$ cat src/rtl/rtc_irq_pkg.sv
package rtc_irq_pkg;
  localparam logic [2:0] ADR_ALM0  = 3'd0;
  localparam logic [2:0] ADR_CTRL  = 3'd3;
  localparam logic [2:0] ADR_FLAG  = 3'd4;
  localparam logic [2:0] ADR_STAT  = 3'd5;
  // event vector layout, msb first: periodic, alarm, update-ended
  localparam int unsigned EV_N   = 3;
  localparam int unsigned EV_PER = 2;
  localparam int unsigned EV_ALM = 1;
  localparam int unsigned EV_UPD = 0;
  // byte positions
  localparam int unsigned BIT_REQ = 7;
  localparam int unsigned BIT_EV_LO = 4;
  localparam int unsigned BIT_GOOD = 7;
endpackage

$ cat src/rtl/alarm_cmp.sv
module alarm_cmp #(
  parameter int unsigned DW = 8,
  parameter int unsigned NF = 3
) (
  input  logic [NF-1:0][DW-1:0] time_i,
  input  logic [NF-1:0][DW-1:0] alarm_i,
  input  logic                  eval_i,
  output logic                  hit_o
);
  logic [NF-1:0] eq;

  for (genvar i = 0; i < NF; i++) begin : g_field
    assign eq[i] = (time_i[i] == alarm_i[i]);
  end

  assign hit_o = eval_i & (&eq);
endmodule

$ cat src/rtl/flag_bank.sv
module flag_bank
  import rtc_irq_pkg::*;
(
  input  logic            clk_i,
  input  logic            rst_ni,
  input  logic [EV_N-1:0] set_i,
  input  logic            clr_i,
  input  logic [EV_N-1:0] en_i,
  output logic [EV_N-1:0] flags_o,
  output logic            req_o
);
  logic [EV_N-1:0] q;

  always_ff @(posedge clk_i or negedge rst_ni) begin
    if (!rst_ni) q <= '0;
    else         q <= (clr_i ? '0 : q) | set_i;  // set beats clear
  end

  assign flags_o = q;
  assign req_o   = |(q & en_i);

  assert_read_clears_R7: assert property (@(posedge clk_i) disable iff (!rst_ni)
    (clr_i && set_i == '0) |=> (q == '0));

  assert_set_wins_R8: assert property (@(posedge clk_i) disable iff (!rst_ni)
    clr_i |=> ((q & $past(set_i)) == $past(set_i)));

  assert_sticky_R5: assert property (@(posedge clk_i) disable iff (!rst_ni)
    !clr_i |=> ((q & $past(q)) == $past(q)));
endmodule

$ cat src/rtl/reg_rd_mux.sv
module reg_rd_mux
  import rtc_irq_pkg::*;
#(
  parameter int unsigned DW = 8,
  parameter int unsigned AW = 3,
  parameter int unsigned NF = 3
) (
  input  logic [AW-1:0]         addr_i,
  input  logic [NF-1:0][DW-1:0] alarm_i,
  input  logic [DW-1:0]         ctrl_i,
  input  logic [EV_N-1:0]       flags_i,
  input  logic                  req_i,
  input  logic                  good_i,
  output logic [DW-1:0]         rdata_o
);
  localparam int unsigned LOW_W = DW - EV_N - 1;

  always_comb begin
    rdata_o = '0;
    for (int i = 0; i < NF; i++)
      if (addr_i == AW'(ADR_ALM0) + AW'(i)) rdata_o = alarm_i[i];
    if (addr_i == AW'(ADR_CTRL)) rdata_o = ctrl_i;
    if (addr_i == AW'(ADR_FLAG)) rdata_o = {req_i, flags_i, {LOW_W{1'b0}}};
    if (addr_i == AW'(ADR_STAT)) rdata_o = {good_i, {(DW-1){1'b0}}};
  end
endmodule

$ cat src/rtl/rtc_alarm_irq.sv
module rtc_alarm_irq
  import rtc_irq_pkg::*;
#(
  parameter int unsigned DW = 8,
  parameter int unsigned AW = 3
) (
  input  logic          clk_i,
  input  logic          rst_ni,
  input  logic          periodic_i,
  input  logic          update_done_i,
  input  logic [DW-1:0] sec_i,
  input  logic [DW-1:0] min_i,
  input  logic [DW-1:0] hour_i,
  input  logic          batt_ok_i,
  input  logic [AW-1:0] reg_addr_i,
  input  logic          reg_we_i,
  input  logic [DW-1:0] reg_wdata_i,
  input  logic          reg_re_i,
  output logic [DW-1:0] reg_rdata_o,
  output logic          irq_o
);
  localparam int unsigned NF = 3;

  logic [NF-1:0][DW-1:0] alarm_q;
  logic [NF-1:0][DW-1:0] time_v;
  logic [DW-1:0]         ctrl_q;
  logic [EV_N-1:0]       ev_set, ev_en, flags;
  logic                  hit, req, clr;

  assign time_v = {hour_i, min_i, sec_i};

  for (genvar i = 0; i < NF; i++) begin : g_alm
    always_ff @(posedge clk_i or negedge rst_ni) begin
      if (!rst_ni) alarm_q[i] <= '0;
      else if (reg_we_i && reg_addr_i == AW'(ADR_ALM0) + AW'(i))
        alarm_q[i] <= reg_wdata_i;
    end
  end

  always_ff @(posedge clk_i or negedge rst_ni) begin
    if (!rst_ni) ctrl_q <= '0;
    else if (reg_we_i && reg_addr_i == AW'(ADR_CTRL)) ctrl_q <= reg_wdata_i;
  end

  alarm_cmp #(.DW(DW), .NF(NF)) u_cmp (
    .time_i (time_v),
    .alarm_i(alarm_q),
    .eval_i (update_done_i),
    .hit_o  (hit)
  );

  assign ev_set = {periodic_i, hit, update_done_i};
  assign ev_en  = ctrl_q[BIT_EV_LO +: EV_N];
  assign clr    = reg_re_i && (reg_addr_i == AW'(ADR_FLAG));

  flag_bank u_flags (
    .clk_i  (clk_i),
    .rst_ni (rst_ni),
    .set_i  (ev_set),
    .clr_i  (clr),
    .en_i   (ev_en),
    .flags_o(flags),
    .req_o  (req)
  );

  reg_rd_mux #(.DW(DW), .AW(AW), .NF(NF)) u_rd (
    .addr_i (reg_addr_i),
    .alarm_i(alarm_q),
    .ctrl_i (ctrl_q),
    .flags_i(flags),
    .req_i  (req),
    .good_i (batt_ok_i),
    .rdata_o(reg_rdata_o)
  );

  assign irq_o = req;

  assert_alarm_flag_R4: assert property (@(posedge clk_i) disable iff (!rst_ni)
    (update_done_i && sec_i == alarm_q[0] && min_i == alarm_q[1] && hour_i == alarm_q[2])
    |=> flags[EV_ALM]);

  assert_no_alarm_off_update_R4: assert property (@(posedge clk_i) disable iff (!rst_ni)
    (!update_done_i && !flags[EV_ALM]) |=> !flags[EV_ALM]);

  assert_irq_needs_enable_R6: assert property (@(posedge clk_i) disable iff (!rst_ni)
    irq_o |-> (ctrl_q[BIT_EV_LO +: EV_N] != '0));

  assert_low_bits_zero_R9: assert property (@(posedge clk_i) disable iff (!rst_ni)
    (reg_addr_i == AW'(ADR_FLAG)) |-> (reg_rdata_o[BIT_EV_LO-1:0] == '0));

  assert_ro_write_ignored_R10: assert property (@(posedge clk_i) disable iff (!rst_ni)
    (reg_we_i && reg_addr_i >= AW'(ADR_FLAG))
    |=> (ctrl_q == $past(ctrl_q) && alarm_q == $past(alarm_q)));
endmodule

$ cat config.mk
export PLATFORM = sky130hd
export DESIGN_NAME = rtc_alarm_irq
export DESIGN_NICKNAME = d
export VERILOG_FILES = /design/src/rtl/rtc_irq_pkg.sv /design/src/rtl/alarm_cmp.sv /design/src/rtl/flag_bank.sv /design/src/rtl/reg_rd_mux.sv /design/src/rtl/rtc_alarm_irq.sv
export SDC_FILE = /design/constraint.sdc
export NUM_CORES = 1
export LEC_CHECK = 0
export ABC_AREA = 1
export BUFFER_PORTS_ARGS = -buffer_cell sky130_fd_sc_hd__buf_2
export CAP_MARGIN = 25
export CORE_ASPECT_RATIO = 1.1
export CORE_MARGIN = 4
export CORE_UTILIZATION = 30
export CTS_CLUSTER_DIAMETER = 80
export DETAILED_ROUTE_END_ITERATION = 6
export GPL_ROUTABILITY_DRIVEN = 0
export PLACE_DENSITY = 0.55
export SLEW_MARGIN = 20
export SYNTH_ARGS = -nofsm -noshare
export SYNTH_HDL_FRONTEND = slang
export SYNTH_HIERARCHICAL = 1
export SYNTH_SLANG_ARGS = --single-unit
$ cat constraint.sdc
create_clock -name clk_i -period 2.1 [get_ports clk_i]
set_clock_uncertainty 0.2 [all_clocks]
set_input_delay 0.105 -clock clk_i [delete_from_list [all_inputs] [get_ports clk_i]]
set_output_delay 0.105 -clock clk_i [all_outputs]
set_load 0.01 [all_outputs]
==> impl_metrics.yaml <==
run_status:
  status: "completed"
finish:
  final_area_um2: 2890
  nNetsFinal: 473
  layout_common_cells: "nand2_1 (170), inv_1 (56), buf_2 (50)"
  layout_commonest_cell: "nand2_1"
  syn_to_final_growth_pct: 23.5
  antenna_cells: 0
  layout-drive-gt1-share_pct: 18.1
timing:
  worst_slack_ns: 0.501
  finalCritPeriodShare_pct: 76.1
  finalCriticalPeriod_ns: 1.60
  slew_viol_final: 0
  worst_pin_slew_ns: 0.824
  max-slew-margin-rel_pct: 45.0
  fmaxAchievable_mhz: 625
  final_hold_viol_count: 0
  totalNegativeSetupSlack_ns: 0
  finalSetupViolCount: 0
  rsz0062_at_grt: "no"
global_route:
  antenna_found_initial: 0
  grt_util_met1_pct: 20.9
  grtUsageMet2_pct: 24.7
  grt-ovfl-total: 0
  grtUsageTotal_pct: 15.3
  grt_pass1_vias: 2201
  top_usage_layer: "met2"
  grt_max_degree: 36
  met3_usage_pct: 2.46
  grt_pass1_wl_um: 11000
critical_path:
  reg2reg_from: "alarm_q[18]"
  end_kind: "primary output"
  reg2reg_depth: 6
  path_class: "input pin to primary output"
  worst_ep_required_time_ns: 1.79
  rr_endpoint: "u_flags/flags_o[1]"
  critPathMaxFanout: 16
  timing.critical_path.arrival_ns: 1.29
  crit_path_start_kind: "input pin"
  r2r_setup_slack_ns: 0.61
floorplan:
  ios: 51
  die_area_um2: 9270
  die_w_um: 92.2
  initial_core_util_pct: 31.1
  rows: 33
  die_h_um: 101
  core-area_um2: 7510
clock_tree:
  cts_inserted_buffers: 5
  clk_pin_slew_ns: 0.07
  post-cts-setup-buffers: 0
  cts_buffer_depth: 2
  cts-root-buf: "clkbuf_8"
  clk_latency_ns: 0.29
  cts_sinks: 35
  htree_levels: 2
  cts-resized-gates: 0
  cts_tree: "done"
synth:
  syn-instance-count: 365
  syn_avg_cell_area_um2: 6.41
  ys_warn_count: 6
  synth_cell_type_count: 22
  synth-seq-area-share_pct: 37.5
  synth_fp_nets: 407
  ys_ff_latch: 35
  netlist_area_um2: 2340
worst_hold_path:
  hold_path_end: "u_flags/flags_o[1]"
  hold-path-cell-count: 3
  hp-class: "input pin to flop"
  min-delay-start: "reg_re_i"
power:
  powerDensity_nw_per_um2: 666
  power_mw: 1.92
  ir_worst_vdd_mv: 0.263
  leakage_nw: 1.73
drt:
  drt-initial-drc-count: 155
  vias: 2359
  routed_wl_um: 6770
  drc: 0
  ant_nets: 0
  vias_per_cell: 4.40
  routedWlPerCell_um: 12.6
  dr.pass1.iters: 4
placed_design:
  dpl-instance-area_um2: 2690
  portBuffers: 50
  pre_cts_ws_ns: 0.508
  dp_hpwl_um: 5100
flow_run:
  maxCapViolCount: 0
-- layout make-up --
class | count | area, um^2
Fill cell | 831 | 4630
Multi-Input combinational cell | 267 | 1200
Sequential cell | 35 | 876
Timing Repair Buffer | 62 | 368
Inverter | 60 | 225
Tap cell | 105 | 131
Clock buffer | 6 | 82.6
Clock inverter | 1 | 5.00
-- sequential cells by signal, summed over array words and instances, names as in the netlist --
signal	flops
alarm_q	24
u_flags/flags_o	3
ctrl_q	8
-- cells by family after synthesis --
group,synth area share (%)
simple gates,47.5
buf+inv,11.2
flops,37.5
compound gates,2.35
xor+xnor,1.50
-- cells in the mapped netlist --
cell,number,area share (%)
inv_2,4,0.64
nor3_4,1,0.70
o211ai_1,1,0.32
nand4_1,3,0.80
nand2_1,170,27
nand3_1,36,7.7
nand2_2,2,0.53
nor2_4,4,1.9
clkbuf_8,1,0.59
nor2_1,28,4.5
o21bai_1,3,0.96
buf_6,2,0.96
xnor2_1,3,1.1
nor2_8,1,0.86
nor3_2,1,0.43
nor2_2,4,1.1
dfrtp_1,35,37
o21ai_0,5,1.1
and3_1,1,0.27
xor2_1,1,0.37
nand2_4,3,1.4
inv_1,56,9.0
-- critical path, cell delays in order --
cell     delay [ns]
buf_2          0.22
nor3_2         0.52
nand2_1        0.11
nand2_1        0.10
nor2_1         0.04
nand3_1        0.06
buf_2          0.13
-- stage by stage --
step,cells,hold slack [ns],utilization (%)
global route,536,0.0263,38.4
CTS,536,0.0193,38.4
floorplan,365,-0.391,-
global placement,518,0.0421,35.8
finish,536,0.0214,38.4
detailed placement,518,0.0462,35.8
-- worst max-delay path by stage --
stage	startpoint	to	slack, ns	cells past startpoint
after CTS	reg_addr_i[0]	reg_rdata_o[5]	0.51	7
after global placement	reg_addr_i[0]	reg_rdata_o[5]	0.58	7
final	reg_addr_i[0]	reg_rdata_o[6]	0.50	7
after global routing	reg_addr_i[0]	reg_rdata_o[5]	0.35	7
after floorplan	alarm_q[14]	u_flags/flags_o[1]	0.89	8
after detailed placement	reg_addr_i[0]	reg_rdata_o[5]	0.51	7
-- layer usage --
layer / vias to the layer above / share of wire, %
met4: 0 / 2.0
met3: 10 / 6.0
li1: 1231 / -
met2: 61 / 46
met5: - / 0
met1: 1057 / 46
-- report_power, final --
| group | internal [mW] | switching, mW | total, mW |
|---|---|---|---|
| Combinational | 0.205 | 0.292 | 0.497 |
| Clock | 0.257 | 0.244 | 0.501 |
| Sequential | 0.792 | 0.134 | 0.926 |
-- what timing repair did --
action                                 4_1_cts  5_1_grt
hold buffers                                11        0
setup endpoints to repair                    0        0
endpoints found under the hold margin       69        0
(Power assumes the default switching activity.)
